==> src/rtl/addsub_pkg.sv <==
package addsub_pkg;

    typedef enum logic [1:0] {
        CIN_ZERO = 2'b00,
        CIN_ONE  = 2'b01,
        CIN_FLAG = 2'b10,
        CIN_RSVD = 2'b11
    } cin_sel_e;

    typedef enum logic {
        ST_IDLE   = 1'b0,
        ST_RESULT = 1'b1
    } out_state_e;

endpackage

==> src/rtl/addsub_cond_inv.sv <==
module addsub_cond_inv #(
    parameter int WIDTH = 64
) (
    input  logic             flip,
    input  logic [WIDTH-1:0] din,
    output logic [WIDTH-1:0] dout
);
    localparam logic [WIDTH-1:0] ONES = {WIDTH{1'b1}};

    always_comb begin
        dout = din ^ (flip ? ONES : '0);
    end
endmodule

==> src/rtl/addsub_cin_sel.sv <==
module addsub_cin_sel
    import addsub_pkg::*;
(
    input  logic [1:0] sel,
    input  logic       held_flag,
    output logic       cin
);
    cin_sel_e sel_e;

    always_comb begin
        sel_e = cin_sel_e'(sel);
        unique case (sel_e)
            CIN_ZERO: cin = 1'b0;
            CIN_ONE:  cin = 1'b1;
            CIN_FLAG: cin = held_flag;
            CIN_RSVD: cin = 1'b0;
            default:  cin = 1'b0;
        endcase
    end
endmodule

==> src/rtl/addsub_datapath.sv <==
module addsub_datapath #(
    parameter int WIDTH = 64
) (
    input  logic [WIDTH-1:0] a,
    input  logic [WIDTH-1:0] b,
    input  logic             inv_a,
    input  logic             inv_out,
    input  logic             cin,
    output logic [WIDTH-1:0] sum_out,
    output logic             cout,
    output logic             ovf
);
    localparam int MSB = WIDTH - 1;

    logic [WIDTH-1:0] a_eff;
    logic [WIDTH:0]   wide_sum;
    logic [WIDTH-1:0] raw_sum;

    addsub_cond_inv #(.WIDTH(WIDTH)) u_inv_a (
        .flip (inv_a),
        .din  (a),
        .dout (a_eff)
    );

    always_comb begin
        wide_sum = {1'b0, a_eff} + {1'b0, b} + {{WIDTH{1'b0}}, cin};
        raw_sum  = wide_sum[MSB:0];
        cout     = wide_sum[WIDTH];
        ovf      = (a_eff[MSB] == b[MSB]) && (raw_sum[MSB] != b[MSB]);
    end

    addsub_cond_inv #(.WIDTH(WIDTH)) u_inv_out (
        .flip (inv_out),
        .din  (raw_sum),
        .dout (sum_out)
    );
endmodule

==> src/rtl/addsub_unit.sv <==
module addsub_unit
    import addsub_pkg::*;
#(
    parameter int WIDTH = 64
) (
    input  logic             clk,
    input  logic             rst,
    input  logic             in_valid,
    input  logic [WIDTH-1:0] op_a,
    input  logic [WIDTH-1:0] op_b,
    input  logic [1:0]       carry_sel,
    input  logic             inv_a,
    input  logic             inv_out,
    input  logic             write_carry,
    output logic             out_valid,
    output logic [WIDTH-1:0] result,
    output logic             carry_flag,
    output logic             overflow
);
    localparam int MSB = WIDTH - 1;

    out_state_e       state_q, state_d;
    logic             cin;
    logic [WIDTH-1:0] sum_w;
    logic             cout_w;
    logic             ovf_w;

    addsub_cin_sel u_cin (
        .sel       (carry_sel),
        .held_flag (carry_flag),
        .cin       (cin)
    );

    addsub_datapath #(.WIDTH(WIDTH)) u_dp (
        .a       (op_a),
        .b       (op_b),
        .inv_a   (inv_a),
        .inv_out (inv_out),
        .cin     (cin),
        .sum_out (sum_w),
        .cout    (cout_w),
        .ovf     (ovf_w)
    );

    // Next-state logic: GO_RESULT, STAY_RESULT, GO_IDLE, STAY_IDLE
    always_comb begin
        state_d = state_q;
        unique case (state_q)
            ST_IDLE:   state_d = in_valid ? ST_RESULT : ST_IDLE;
            ST_RESULT: state_d = in_valid ? ST_RESULT : ST_IDLE;
            default:   state_d = ST_IDLE;
        endcase
    end

    always_ff @(posedge clk) begin
        if (rst) state_q <= ST_IDLE;
        else     state_q <= state_d;
    end

    always_ff @(posedge clk) begin
        if (rst) begin
            result     <= '0;
            overflow   <= 1'b0;
            carry_flag <= 1'b0;
        end else if (in_valid) begin
            result   <= sum_w;
            overflow <= ovf_w;
            if (write_carry) carry_flag <= cout_w;
        end
    end

    always_comb out_valid = (state_q == ST_RESULT);

    assert_valid_follows_R2: assert property (@(posedge clk) disable iff (rst)
        in_valid |=> out_valid);
    assert_valid_drops_R2: assert property (@(posedge clk) disable iff (rst)
        !in_valid |=> !out_valid);
    assert_flag_holds_R8: assert property (@(posedge clk) disable iff (rst)
        !(in_valid && write_carry) |=> $stable(carry_flag));
    assert_plain_add_R3: assert property (@(posedge clk) disable iff (rst)
        (in_valid && !inv_a && !inv_out && carry_sel == 2'b00)
        |=> result == $past(op_a) + $past(op_b));
    assert_subtract_R7: assert property (@(posedge clk) disable iff (rst)
        (in_valid && inv_a && !inv_out && carry_sel == 2'b01)
        |=> result == $past(op_b) - $past(op_a));
    assert_no_overflow_R6: assert property (@(posedge clk) disable iff (rst)
        (in_valid && !inv_a && (op_a[MSB] != op_b[MSB])) |=> !overflow);
endmodule

==> config.mk <==
export PLATFORM = sky130hd
export DESIGN_NAME = addsub_unit
export DESIGN_NICKNAME = d
export VERILOG_FILES = /design/src/rtl/addsub_pkg.sv /design/src/rtl/addsub_cond_inv.sv /design/src/rtl/addsub_cin_sel.sv /design/src/rtl/addsub_datapath.sv /design/src/rtl/addsub_unit.sv
export SDC_FILE = /design/constraint.sdc
export NUM_CORES = 1
export LEC_CHECK = 0
export BUFFER_PORTS_ARGS = -buffer_cell sky130_fd_sc_hd__buf_4
export CAP_MARGIN = 20
export CORE_AREA = 2 2 190 146
export CTS_CLUSTER_SIZE = 10
export DETAILED_ROUTE_END_ITERATION = 6
export DIE_AREA = 0 0 192 148
export PLACE_DENSITY = 0.46
export SYNTH_ARGS = -nofsm -noshare
export SYNTH_HDL_FRONTEND = slang
export SYNTH_SLANG_ARGS = --single-unit
==> constraint.sdc <==
create_clock -name clk -period 7.7 [get_ports clk]
set_input_delay 0 -clock clk [delete_from_list [all_inputs] [get_ports clk]]
set_output_delay 0 -clock clk [all_outputs]
set_load 0.02 [all_outputs]
==> impl_metrics.ini <==
[status]
status = finished clean

[global_routing]
grt_pass1_vias = 6596
grt_max_degree = 70
grtUsageTotal = 0.165
grt_pass1_wl_mm = 36.7
antenna_found_initial = 0
grt.overflow.total = 0

[floorplan]
ios = 203
die-area_um2 = 28400
die_w_um = 192
placementRows = 52
die_h_um = 148
core_um2 = 26500
start_util = 0.266

[place]
dp_hpwl_mm = 18.9
io_buffers = 202
place_area_um2 = 8830
place.gp.congestion = 0.889

[critical_path]
arrival_ps = 4370
path_buf_inv = 2
start_kind = flip-flop
cpLargestDelayFamily = compound AO/OA/AOI/OAI gates
path_cells = inv_1 > mux2i_1 > fa_1 > inv_1 > fa_1 > nor2b_1 > o21ai_1 > o21ai_1 > a2111oi_4 > o21ai_2 > nand3_1 > o21ai_1 > a21oi_1 > o31ai_1 > and4_1 > nor4_1
critPathLaunch = carry_flag
cp_common_cell = o21ai_1
crit_type = flip-flop to flip-flop
endpoint_kind = flip-flop
slowest_stage = o31ai_1
worstReg2RegStart = carry_flag
required_ps = 7880
path_max_fanout = 5
slowest_delay_ps = 460

[logic_synthesis]
synth.area.top_cells = dfxtp_1 19%, xor2_1 12%, ha_1 11%, xnor2_1 11%, a211oi_1 6.0%
syn_area_per_cell_um2 = 7.79
seq_area_frac_synth = 0.190
ys_types = 53
yosysMostFrequentCell = nor2_1
synth_seq_cells = 67
syn-num-nets = 1109
synth_async_sr_flop_share = 0
synthFlopType = dfxtp_1
synth.cell_area_um2 = 7060
postSynthCellCount = 907
synth_top_area_frac = 0.190
synth_warnings = 0
synth_common_cells = 102 x nor2_1, 93 x xor2_1, 91 x xnor2_1
yosysTopAreaCell = dfxtp_1
synth_edf_count = 0

[clock_network]
htreeDepth = 3
clk_latency_ps = 330
clock-sinks = 67
cts_setup_buffers = 0
clk_pin_slew_ps = 60
cts.repair.resized = 0
numCtsBuffers = 9
tritoncts = built
clockRootBuffer = clkbuf_16
clk_path_buf_depth = 2
cts_hold_buffers = 0

[flow_run]
cap_viol_max_count = 0

[power_and_ir_drop]
peakVddDrop_mv = 0.0948
leakagePower_nw = 4.00
power_density_nw_per_um2 = 192

[sta]
rsz0062_at_grt = false
slew_viol_final = 0
fmax_ghz = 0.238
fin_crit_sh = 0.545
final_hold_viol_count = 0
tns_ps = 0
maxSlewHeadroom = 0.448
finalClockSkew_ps = 8.36
setup_viol = 0
fin_crit_ps = 4190
tightest_slew_ps = 828

[worst_hold_path]
hp-start = write_carry
hp-class = input port to flip-flop

[layout]
diodes = 0
area_growth_pct = 28.9
final_nets = 1269
stdcell_area_um2 = 9100
layout-drive-gt1-share = 0.216

[drt]
drc = 0
drt_iter0_markers = 371
dr.pass1.iters = 4
vias_per_cell = 4.80
wl_per_cell_um = 17.0
ant_nets = 0
routed_wl_mm = 24.2
vias = 6833
==> cells by family after synthesis <==
group,share of synthesized area
compound gates,0.253
fa+ha+maj,0.119
buf+inv,0.0441
xor+xnor,0.228
mux,0.0113
flops,0.190
simple gates,0.154
==> final cells by class <==
class / instances / area (um2)
Multi-Input combinational cell: 757 / 5410
Clock inverter: 2 / 10.0
Tap cell: 351 / 439
Inverter: 27 / 101
Sequential cell: 67 / 1340
Timing Repair Buffer: 205 / 1540
Clock buffer: 14 / 264
Fill cell: 2881 / 17400
==> through the flow <==
stage	setup WS (ps)	util	power (mW)	hold WS, ps	instances
floorplan	3910	-	1.06	222	907
global placement	3380	0.333	1.35	389	1407
detailed placement	3260	0.333	1.35	407	1407
CTS	3460	0.343	1.77	42.5	1423
global route	3160	0.343	1.87	103	1423
finish	3510	0.343	1.74	70.9	1423
==> worst register-to-register path, cell delays in order (launching register included) <==
cell and delay, ps:
dfxtp_1 330, inv_1 90, mux2i_1 170, fa_1 240
inv_1 60, fa_1 410, nor2b_1 130, o21ai_1 90
o21ai_1 420, a2111oi_4 160, o21ai_2 370, nand3_1 200
o21ai_1 340, a21oi_1 280, o31ai_1 460, and4_1 240
nor4_1 50
==> path summary, 6_finish.rpt <==
path | slack [ps] | depth (start not counted) | to
worst max register to register | 3510 | 16 | result[60]
worst max-delay path | 3510 | 16 | result[60]
worst min-delay path | 70 | 4 | carry_flag
worst min register to register | 480 | 1 | overflow
==> registers in the layout (all words and copies together) (netlist names) <==
signal      cells
carry_flag      1
result         64
overflow        1
out_valid       1
==> power by group <==
group	switching (mW)	leakage (nW)	internal (mW)
clock	0.166	0.137	0.236
combinational	0.516	3.30	0.402
sequential	0.0280	0.557	0.396
==> layout by cell type, fill, tap and decap left out, drive strengths merged, types with 9 or more instances in the layout <==
cell and n:
xor2 93, nand2 52, o21bai 12, a21oi 78
o21a 9, nor2 102, nand3 14, xnor2 91
buf 205, nor3 13, inv 27, ha 64
nand4 19, a211oi 56, clkbuf 14, dfxtp 67
a21o 24, o21ai 41
==> per-layer routing <==
layer,track usage,routed length (um)
met3,0.0259,1020
met4,0.0366,332
met5,0,0
met1,0.255,13100
met2,0.237,9680
Power figures use the tool's default switching activity.
